**config.mk**
```make
export PLATFORM = sky130hd
export DESIGN_NAME = sat_ctl_sender
export DESIGN_NICKNAME = d
export VERILOG_FILES = /design/src/rtl/sat_ctl_pkg.sv /design/src/rtl/sat_tone_timebase.sv /design/src/rtl/sat_ctl_regs.sv /design/src/rtl/sat_frame_seq.sv /design/src/rtl/sat_ctl_sender.sv
export SDC_FILE = /design/constraint.sdc
export NUM_CORES = 1
export LEC_CHECK = 0
export BUFFER_PORTS_ARGS = -buffer_cell sky130_fd_sc_hd__buf_2
export CORE_AREA = 2 2 90 92
export CTS_CLUSTER_DIAMETER = 30
export DETAILED_ROUTE_END_ITERATION = 7
export DIE_AREA = 0 0 92 94
export HOLD_SLACK_MARGIN = 0.02
export PLACE_DENSITY = 0.89
export SKIP_CTS_REPAIR_TIMING = 1
export SLEW_MARGIN = 20
export SYNTH_ARGS = -nofsm -noshare
export SYNTH_HDL_FRONTEND = slang
export SYNTH_SLANG_ARGS = --single-unit
```
**constraint.sdc**
```tcl
create_clock -name clk -period 4.51 [get_ports clk]
set_clock_uncertainty 0.2 [all_clocks]
set_input_delay 0 -clock clk [delete_from_list [all_inputs] [get_ports clk]]
set_output_delay 0 -clock clk [all_outputs]
set_load 0.005 [all_outputs]
```
**src/rtl/sat_ctl_pkg.sv**
```systemverilog
package sat_ctl_pkg;

    localparam int MSG_BYTES = 6;
    localparam logic [3:0] ADDR_CMD  = 4'd6;
    localparam logic [3:0] ADDR_MODE = 4'd7;

    typedef logic [7:0] byte_t;

    typedef enum logic [1:0] {
        SQ_IDLE  = 2'd0,
        SQ_BITS  = 2'd1,
        SQ_BURST = 2'd2,
        SQ_GAP   = 2'd3
    } seq_st_t;

    typedef struct packed {
        logic       burst;
        logic       sel_b;
        logic [1:0] len_code;
    } job_t;

    function automatic logic odd_parity(input byte_t b);
        return ~^b;
    endfunction

    // slot 0 always keyed, slot 1 keyed only for a zero, slot 2 silent
    function automatic logic bit_slot_level(input logic b, input logic [1:0] sub);
        return (sub == 2'd0) || ((sub == 2'd1) && !b);
    endfunction

endpackage

```
**src/rtl/sat_tone_timebase.sv**
```systemverilog
module sat_tone_timebase #(
    parameter int HALF_DIV         = 614,
    parameter int PERIODS_PER_SLOT = 11
) (
    input  logic clk,
    input  logic rst,
    output logic carrier,
    output logic slot_tick
);
    localparam int HALF_W = (HALF_DIV > 1) ? $clog2(HALF_DIV) : 1;
    localparam int HALVES = 2 * PERIODS_PER_SLOT;
    localparam int IDX_W  = (HALVES > 1) ? $clog2(HALVES) : 1;

    logic [HALF_W-1:0] half_cnt;
    logic [IDX_W-1:0]  half_idx;
    logic              half_wrap;

    assign half_wrap = (half_cnt == HALF_W'(HALF_DIV - 1));
    assign slot_tick = half_wrap && (half_idx == IDX_W'(HALVES - 1));

    always_ff @(posedge clk) begin
        if (rst) begin
            half_cnt <= '0;
            half_idx <= '0;
            carrier  <= 1'b1;
        end else if (half_wrap) begin
            half_cnt <= '0;
            carrier  <= ~carrier;
            half_idx <= (half_idx == IDX_W'(HALVES - 1)) ? '0 : half_idx + 1'b1;
        end else begin
            half_cnt <= half_cnt + 1'b1;
        end
    end

    AST_CARRIER_ON_HALF: assert property (@(posedge clk) disable iff (rst)
        (carrier != $past(carrier)) |-> $past(half_wrap));

endmodule

```
**src/rtl/sat_ctl_regs.sv**
```systemverilog
module sat_ctl_regs
    import sat_ctl_pkg::*;
(
    input  logic       clk,
    input  logic       rst,
    input  logic       wr_en,
    input  logic [3:0] wr_addr,
    input  logic [7:0] wr_data,
    input  logic       idle,
    input  logic       start,
    output byte_t      msg_q [MSG_BYTES],
    output logic       tone_en,
    output job_t       job,
    output logic       pend,
    output logic       lnb_18v,
    output logic       ready
);
    logic mode_burst;
    logic unused_bit5;

    assign unused_bit5 = wr_data[5];
    assign ready = idle && !pend;

    always_ff @(posedge clk) begin
        if (rst) begin
            for (int i = 0; i < MSG_BYTES; i++) msg_q[i] <= '0;
            tone_en    <= 1'b0;
            job        <= '0;
            pend       <= 1'b0;
            lnb_18v    <= 1'b0;
            mode_burst <= 1'b0;
        end else begin
            if (start) pend <= 1'b0;
            if (wr_en) begin
                if (wr_addr < 4'(MSG_BYTES)) msg_q[wr_addr[2:0]] <= wr_data;
                if (wr_addr == ADDR_MODE) mode_burst <= wr_data[2];
                if (wr_addr == ADDR_CMD) begin
                    tone_en <= wr_data[4];
                    if (wr_data[6]) begin
                        lnb_18v <= ~wr_data[7];
                        if (ready) begin
                            pend <= 1'b1;
                            job  <= '{burst: mode_burst, sel_b: wr_data[3],
                                      len_code: wr_data[1:0]};
                        end
                    end
                end
            end
        end
    end

    AST_GO_ONLY_READY: assert property (@(posedge clk) disable iff (rst)
        $rose(pend) |-> $past(idle));

    AST_VOLT_HOLD: assert property (@(posedge clk) disable iff (rst)
        (lnb_18v != $past(lnb_18v)) |->
            $past(wr_en && (wr_addr == ADDR_CMD) && wr_data[6]));

endmodule

```
**src/rtl/sat_frame_seq.sv**
```systemverilog
module sat_frame_seq
    import sat_ctl_pkg::*;
#(
    parameter int BURST_SLOTS = 25,
    parameter int GAP_SLOTS   = 30
) (
    input  logic  clk,
    input  logic  rst,
    input  logic  slot_tick,
    input  logic  tone_en,
    input  logic  pend,
    input  job_t  job,
    input  byte_t msg_q [MSG_BYTES],
    output logic  idle,
    output logic  start,
    output logic  env_q
);
    localparam int MAXC  = (BURST_SLOTS > GAP_SLOTS) ? BURST_SLOTS : GAP_SLOTS;
    localparam int CNT_W = $clog2(MAXC + 1);

    seq_st_t          st, n_st;
    logic [1:0]       sub, n_sub;
    logic [3:0]       bitn, n_bitn;
    logic [2:0]       byten, n_byten;
    logic [CNT_W-1:0] cnt, n_cnt;
    logic [2:0]       last_byte, bsel;
    logic             cur_bit, level;

    assign idle  = (st == SQ_IDLE);
    assign start = slot_tick && idle && pend;
    assign last_byte = job.burst ? 3'd0 : ({1'b0, job.len_code} + 3'd2);

    always_comb begin
        n_st = st; n_sub = sub; n_bitn = bitn; n_byten = byten; n_cnt = cnt;
        unique case (st)
            SQ_IDLE: if (pend) begin
                n_sub = '0; n_bitn = '0; n_byten = '0; n_cnt = '0;
                n_st  = (job.burst && !job.sel_b) ? SQ_BURST : SQ_BITS;
            end
            SQ_BITS: if (sub != 2'd2) begin
                n_sub = sub + 1'b1;
            end else begin
                n_sub = '0;
                if (bitn != 4'd8) begin
                    n_bitn = bitn + 1'b1;
                end else begin
                    n_bitn = '0;
                    if (byten == last_byte) begin
                        n_st = SQ_GAP; n_cnt = '0;
                    end else begin
                        n_byten = byten + 1'b1;
                    end
                end
            end
            SQ_BURST: if (cnt == CNT_W'(BURST_SLOTS - 1)) begin
                n_st = SQ_GAP; n_cnt = '0;
            end else begin
                n_cnt = cnt + 1'b1;
            end
            SQ_GAP: if (cnt == CNT_W'(GAP_SLOTS - 1)) begin
                n_st = SQ_IDLE; n_cnt = '0;
            end else begin
                n_cnt = cnt + 1'b1;
            end
            default: n_st = SQ_IDLE;
        endcase
    end

    always_comb begin
        bsel = 3'd7 - n_bitn[2:0];
        if (job.burst)          cur_bit = 1'b1;
        else if (n_bitn == 4'd8) cur_bit = odd_parity(msg_q[n_byten]);
        else                    cur_bit = msg_q[n_byten][bsel];
        unique case (n_st)
            SQ_IDLE:  level = tone_en;
            SQ_BITS:  level = bit_slot_level(cur_bit, n_sub);
            SQ_BURST: level = 1'b1;
            default:  level = 1'b0;
        endcase
    end

    always_ff @(posedge clk) begin
        if (rst) begin
            st <= SQ_IDLE; sub <= '0; bitn <= '0; byten <= '0; cnt <= '0;
            env_q <= 1'b0;
        end else if (slot_tick) begin
            st <= n_st; sub <= n_sub; bitn <= n_bitn; byten <= n_byten; cnt <= n_cnt;
            env_q <= level;
        end
    end

    AST_START_ON_TICK: assert property (@(posedge clk) disable iff (rst)
        ((st != SQ_IDLE) && ($past(st) == SQ_IDLE)) |-> $past(slot_tick && pend));

    AST_ENV_ON_TICK: assert property (@(posedge clk) disable iff (rst)
        (env_q != $past(env_q)) |-> $past(slot_tick));

    AST_GAP_SILENT: assert property (@(posedge clk) disable iff (rst)
        (st == SQ_GAP) |-> !env_q);

endmodule

```
**src/rtl/sat_ctl_sender.sv**
```systemverilog
module sat_ctl_sender
    import sat_ctl_pkg::*;
#(
    parameter int HALF_DIV         = 614,
    parameter int PERIODS_PER_SLOT = 11,
    parameter int BURST_SLOTS      = 25,
    parameter int GAP_SLOTS        = 30
) (
    input  logic       clk,
    input  logic       rst,
    input  logic       wr_en,
    input  logic [3:0] wr_addr,
    input  logic [7:0] wr_data,
    output logic       tone_out,
    output logic       ready,
    output logic       lnb_18v
);
    logic  carrier, slot_tick, tone_en, pend, idle, start, env_q;
    job_t  job;
    byte_t msg_q [MSG_BYTES];

    sat_tone_timebase #(.HALF_DIV(HALF_DIV), .PERIODS_PER_SLOT(PERIODS_PER_SLOT)) u_tb (
        .clk(clk), .rst(rst), .carrier(carrier), .slot_tick(slot_tick));

    sat_ctl_regs u_regs (
        .clk(clk), .rst(rst), .wr_en(wr_en), .wr_addr(wr_addr), .wr_data(wr_data),
        .idle(idle), .start(start), .msg_q(msg_q), .tone_en(tone_en), .job(job),
        .pend(pend), .lnb_18v(lnb_18v), .ready(ready));

    sat_frame_seq #(.BURST_SLOTS(BURST_SLOTS), .GAP_SLOTS(GAP_SLOTS)) u_seq (
        .clk(clk), .rst(rst), .slot_tick(slot_tick), .tone_en(tone_en), .pend(pend),
        .job(job), .msg_q(msg_q), .idle(idle), .start(start), .env_q(env_q));

    assign tone_out = env_q & carrier;

    AST_SILENT_AFTER_RESET: assert property (@(posedge clk)
        $fell(rst) |-> (!tone_out && ready && !lnb_18v));

endmodule

```
==> flow_summary_export.csv, run 1 <==
group,metric,value,unit
power_and_ir_drop,internal-power,1.083,mW
timing,timing.fmax,0.2419,GHz
floorplan,initial_core_util,60.69,%
timing,rsz0062_at_grt,"false",
power_and_ir_drop,pwr-share-comb,5.2,%
yosys,synth-simple-area-share,21.19,%
floorplan,die_w,92,um
yosys,synthMuxAreaShare,18.13,%
floorplan,io_pins,18,
floorplan,fp-row-count,32,
timing,slew_violations,0,
timing,tightest_slew,0.8867,ns
worst_setup_path,path_class,"flip-flop to flip-flop",
timing,whs,0.2914,ns
worst_setup_path,crit_chain,"or3b_4 -> a211oi_4 -> nor3_1 -> a221o_1 -> nor2_1 -> a22oi_1 -> xnor2_1 -> xnor3_2 -> xnor3_1 -> a211o_1",
global_route,use_met3,6.661,%
yosys,synthesis.nets,549,
global_route,busiest_layer,"met2",
timing,slew-limit-headroom,40.89,%
placement,dp_hpwl,7487,um
yosys,yosys_warnings,0,
finish,final_common_cell,"nor2_1",
min_path,hold_class,"input pin to flip-flop",
floorplan,fp.dieH,94,um
worst_setup_path,cp_slowest_cell,"a221o_1",
power_and_ir_drop,pwr-share-seq,56.0,%
worst_setup_path,rr_startpoint,"u_seq.byten[1]",
clocking,htree_levels,3,
yosys,ys.flop_type,"dfxtp_1",
finish,diodes,0,
power_and_ir_drop,clkPwrFrac,38.7,%
floorplan,die-area,8648,um^2
timing,min_period_over_period,91.66,%
clocking,cts_buffers,9,
worst_setup_path,critPathCaptureType,"flip-flop",
yosys,avgSynthCellArea,8.811,um^2
placement,gp_congestion,0.9303,
route,drt_iter0_markers,335,
route,vias_per_cell,6.025,
flow_run,cap_viol_max_count,0,
global_route,antenna_found_initial,0,
clocking,cts_tree,"done",
status,status,"finished, final reports clean",
clocking,path_clk_slew,0.09,ns
yosys,ys_seq_area_share,38.59,%
power_and_ir_drop,p_leak,2.090,nW
clocking,cts_sinks,89,
placement,io_buffers,17,
timing,period_needed,4.134,ns
global_route,grt_max_degree,45,
worst_setup_path,worstPathMaxFanout,14,
power_and_ir_drop,fin_total_pwr,1.429,mW
global_route,met1_usage,31.40,%
min_path,min-delay-start,"wr_data[5]",
route,drtAntennaViolNets,0,
worst_setup_path,critPathMaxStageDelay,0.59,ns
yosys,synthCells,524,
finish,drive_above_1_share,10.00,%
yosys,async_reset_ff_share,0,%
route,drc,0,
finish,layout_common_cells,"nor2_1 (105), dfxtp_1 (89), mux2i_1 (69)",
worst_setup_path,startpoint,"u_seq.byten[1]",
clocking,ctsLongestPathBuffers,2,
global_route,grt-ovfl-total,0,
yosys,synth-xor-area-share,5.176,%
power_and_ir_drop,pwr_density_cell,280.0,nW/um^2
yosys,synth.distinct_cells,56,
finish,layout.nets,570,
clocking,clkLatencyLatePin,0.38,ns
timing,finalSetupViolations,0,
power_and_ir_drop,vdd_drop_max,0.1457,mV
worst_setup_path,startpoint_type,"flip-flop",
timing,final.setup.tns,0,ns
timing,finalHoldViolCount,0,
clocking,cts_root_buf,"clkbuf_8",
global_route,grtUsageTotal,26.05,%
yosys,synth_compound_area_share,10.49,%
worst_setup_path,critical_path_arrival,4.21,ns
finish,fin_util,67.09,%
yosys,syn_area,4617,um^2
global_route,met2_usage,44.73,%
yosys,synth_edf_count,0,
worst_setup_path,cp.required,4.59,ns
floorplan,core_area,7607,um^2
power_and_ir_drop,swShare,24.23,%
yosys,ys_seq_elements,89,
route,wl_per_cell,17.06,um
yosys,synth_top_family_by_area,"simple AND/OR/NAND/NOR gates",
power_and_ir_drop,p_sw,0.3462,mW
global_route,grt_pass1_vias,3682,
finish,syn2layout_area_growth,10.54,%
global_route,grt_pass1_wl,17680,um
route,drt_wl_total,11130,um
yosys,synthAdderAreaFrac,2.710,%
route,num_vias,3928,
route,first_pass_iters,5,
per-layer routing:
layer / wire, um / share of wire (%) / vias to the layer above
met5: 0 / 0 / -
li1: - / - / 1884
met1: 4644 / 42 / 1873
met2: 5539 / 50 / 147
met4: 219 / 2.0 / 0
met3: 722 / 6.5 / 24
through the flow:
step                instances  setup WS [ns]  cell area (um^2)
floorplan                 524         0.8834              4617
global placement          621         0.6068              4760
detailed placement        621         0.4805              4760
CTS                       637         0.4585              4954
global route              652         0.1591              5104
finish                    652         0.3763              5104
cells in the mapped netlist, types with 2 or more instances:
cell / instances / share of area, %
nor2_1: 105 / 8.5
dfxtp_1: 89 / 39
mux2i_1: 69 / 15
nand2_1: 32 / 2.6
a21oi_1: 24 / 2.6
clkbuf_1: 22 / 1.8
nand3_1: 13 / 1.4
nor3_1: 13 / 1.4
inv_1: 11 / 0.89
o21ai_0: 11 / 1.2
xnor2_1: 11 / 2.1
xor2_1: 11 / 2.1
ha_1: 10 / 2.7
a22oi_1: 7 / 1.1
a211oi_1: 6 / 0.98
nor3b_1: 6 / 0.98
mux2_2: 5 / 1.2
nand2b_1: 5 / 0.68
nand3b_1: 5 / 0.81
nand4_1: 5 / 0.68
nor2b_1: 5 / 0.68
a31oi_1: 4 / 0.54
buf_1: 4 / 0.33
mux4_2: 4 / 2.0
nor4_1: 4 / 0.54
o211ai_1: 3 / 0.49
a211o_1: 2 / 0.38
a221oi_1: 2 / 0.38
and2_1: 2 / 0.27
and3_1: 2 / 0.27
and4b_1: 2 / 0.43
buf_2: 2 / 0.22
buf_6: 2 / 0.49
o2111ai_1: 2 / 0.38
or2_2: 2 / 0.27
or3_1: 2 / 0.27
power groups by stage:
stage               Sequential, mW  Combinational [mW]  Clock (mW)
floorplan                    0.817              0.0413           0
global placement             0.818              0.0604           0
detailed placement           0.819              0.0634           0
CTS                          0.801              0.0637       0.556
global route                 0.802              0.0818       0.584
finish                       0.801              0.0750       0.553
kinds of logic after synthesis:
kind of cell    Yosys count
compound gates           72
xor+xnor                 24
fa+ha+maj                10
buf+inv                  41
flops                    89
mux                      78
simple gates            210
cell type report:
type | instances | area, um^2
multi-input combinational | 394 | 2664
clock buffer | 10 | 127.6
inverter | 11 | 41.29
fill | 582 | 2504
tap | 102 | 127.6
timing repair buffer | 40 | 295.3
clock inverter | 6 | 66.31
sequential | 89 | 1782
worst max-delay path, delay by kind of cell (launching register included):
kind	cells	cell delay [ns]
XOR/XNOR	3	0.84
AO/OA/AOI/OAI	4	1.41
flip-flops	1	0.45
AND/OR/NAND/NOR	3	1.11
registers in the layout (all words and copies together), names as in the netlist:
name               count
u_regs.msg_q          48
u_tb.half_cnt         10
u_seq.cnt              5
u_tb.half_idx          5
u_regs.job             4
u_seq.bitn             4
u_seq.byten            3
u_seq.st               2
u_seq.sub              2
u_regs.lnb_18v         1
u_regs.mode_burst      1
u_regs.pend            1
u_regs.tone_en         1
u_seq.env_q            1
u_tb.carrier           1
path summary, 6_finish.rpt:
path	to	slack, ns	depth (start not counted)
max	u_seq.env_q	0.38	10
min	u_regs.msg_q[29]	0.29	4
max reg2reg	u_seq.env_q	0.38	10
min reg2reg	u_regs.job[2]	0.29	2
(Power assumes the default switching activity.)
==> run 2, diff against run 1 <==
==> constraint.sdc (replaced) <==
create_clock -name clk -period 4.55 [get_ports clk]
set_clock_uncertainty 0.2 [all_clocks]
set_input_delay 0 -clock clk [delete_from_list [all_inputs] [get_ports clk]]
set_output_delay 0 -clock clk [all_outputs]
set_load 0.005 [all_outputs]
==> run 2 against run 1 <==
Register-to-register slack better by 0.05 ns. Worst hold slack better by 0.010 ns. Flip-flop and latch count stayed put. Combinational power fell by 0.5%. Cell area shrank 0.34%. First-iteration DRC count decreased by 1.8%. Clock-buffer cell count down 1. Sequential share of layout area grew 0.12 points. Non-clock buffer count shrank 1. Critical path type unchanged.
==> flow_summary_export.csv, run 2 (synthesis results as in run 1) <==
group,metric,value,unit
status,status,"finished, final reports clean",
clocking,cts_sinks,89,
finish,fillCellCount,580,
global_route,busiest_layer,"met2",
route,num_vias,3927,
placement,pre_cts_ws,0.4907,ns
finish,stdcell_area,5086,um^2
worst_setup_path,crit_chain,"or3b_4 -> a211oi_4 -> o311a_1 -> a221o_1 -> mux4_2 -> a22oi_1 -> xnor2_1 -> xnor3_2 -> xnor3_1 -> a211o_1",
global_route,antenna_found_initial,0,
worst_setup_path,r2r_end,"u_seq.env_q",
route,drt_iter0_markers,329,
min_path,min-delay-start,"u_regs.job[2]",
clocking,cts_root_buf,"clkbuf_8",
global_route,grt_max_degree,45,
worst_setup_path,critPathMaxStageDelay,0.59,ns
finish,fin_util,66.86,%
worst_setup_path,rr_startpoint,"u_seq.byten[1]",
placement,gp_congestion,0.9214,
worst_setup_path,critical_path_arrival,4.17,ns
timing,final.setup.tns,0,ns
placement,placed_area,4752,um^2
worst_setup_path,crit_family,"compound AO/OA/AOI/OAI gates",
min_path,holdPathStages,2,
timing,timing.fmax,0.2428,GHz
placement,io_buffers,17,
worst_setup_path,r2r_slack,0.43,ns
clocking,cts_buffers,9,
global_route,met2_usage,42.65,%
timing,min_period_over_period,90.52,%
floorplan,fp.dieH,94,um
floorplan,die_w,92,um
worst_setup_path,critPathCaptureType,"flip-flop",
worst_setup_path,path_buf_inv,0,
timing,tightest_slew,0.8333,ns
timing,period_needed,4.119,ns
worst_setup_path,cp.depth,10,
power_and_ir_drop,pwr_density_cell,272.4,nW/um^2
route,vias_per_cell,6.032,
min_path,holdPathEnd,"u_regs.job[2]",
clocking,htree_levels,3,
min_path,hold_class,"flip-flop to flip-flop",
finish,final_common_cell,"nor2_1",
finish,diodes,0,
clocking,cts_tree,"done",
worst_setup_path,ff2ff_path_depth,10,
route,first_pass_iters,5,
timing,slew_violations,0,
finish,syn2layout_area_growth,10.16,%
global_route,grt_pass1_wl,17310,um
floorplan,io_pins,18,
finish,layout.nets,569,
clocking,path_clk_slew,0.09,ns
floorplan,initial_core_util,60.69,%
finish,layout_common_cells,"nor2_1 (105), dfxtp_1 (89), mux2i_1 (69)",
floorplan,core_area,7607,um^2
clocking,ctsLongestPathBuffers,2,
timing,finalHoldViolCount,0,
worst_setup_path,worstPathMaxFanout,14,
global_route,use_met3,4.655,%
power_and_ir_drop,fin_total_pwr,1.385,mW
timing,finalSetupViolations,0,
finish,top_regs,"u_regs.msg_q x48, u_tb.half_cnt x10",
flow_run,cap_viol_max_count,0,
clocking,clkLatencyLatePin,0.37,ns
placement,dp_hpwl,7308,um
worst_setup_path,cp_slowest_cell,"a221o_1",
global_route,grtUsageTotal,25.04,%
route,drtAntennaViolNets,0,
worst_setup_path,startpoint_type,"flip-flop",
global_route,met1_usage,31.25,%
global_route,grt_pass1_vias,3630,
power_and_ir_drop,vdd_drop_max,0.1441,mV
finish,largest_reg_flops,48,
finish,largest_register,"u_regs.msg_q",
power_and_ir_drop,p_leak,2.093,nW
placement,dp.cells,620,
timing,whs,0.3018,ns
route,drt_wl_total,10770,um
worst_setup_path,path_class,"flip-flop to flip-flop",
finish,instances_no_fill,651,
route,wl_per_cell,16.54,um
timing,worst_slack,0.4312,ns
route,drc,0,
finish,drive_above_1_share,10.02,%
floorplan,fp-row-count,32,
timing,rsz0062_at_grt,"false",
floorplan,die-area,8648,um^2
worst_setup_path,cp.required,4.61,ns
global_route,grt-ovfl-total,0,
timing,slew-limit-headroom,44.45,%
-- run 2: area by class of cell --
class                      instances  area, um^2  area share, %
multi-input combinational        394        2664          52.37
sequential                        89        1782          35.03
timing repair buffer              39       287.8          5.658
tap                              102       127.6          2.509
clock buffer                       9       123.9          2.435
clock inverter                     7       60.06          1.181
inverter                          11       41.29         0.8118
-- run 2: worst min-delay path, stage by stage, from the launching register on --
cell and delay, ns:
dfxtp_1 0.33, mux2i_1 0.06, nor2_1 0.08
-- run 2: where the power goes --
part / switching [mW] / internal, mW
Combinational: 0.0423 / 0.0323
Clock: 0.308 / 0.209
Sequential: 0.00727 / 0.787
Total: 0.357 / 1.03
-- run 2: layer usage --
| metal | share of wire (%) | vias to the layer above |
|---|---|---|
| met2 | 49 | 131 |
| met4 | 2.9 | 0 |
| met5 | 0 | - |
| met1 | 43 | 1875 |
| li1 | - | 1882 |
| met3 | 5.2 | 39 |
-- run 2: how the worst max path moves through the flow --
stage / startpoint / endpoint
3_3_place_gp: u_seq.byten[1] / u_seq.env_q
4_1_cts: u_seq.byten[1] / u_seq.env_q
6_report: u_seq.byten[1] / u_seq.env_q
3_5_place_dp: u_seq.byten[1] / u_seq.env_q
2_1_floorplan: u_seq.byten[2] / u_seq.env_q
5_1_grt: u_seq.st[0] / u_seq.env_q
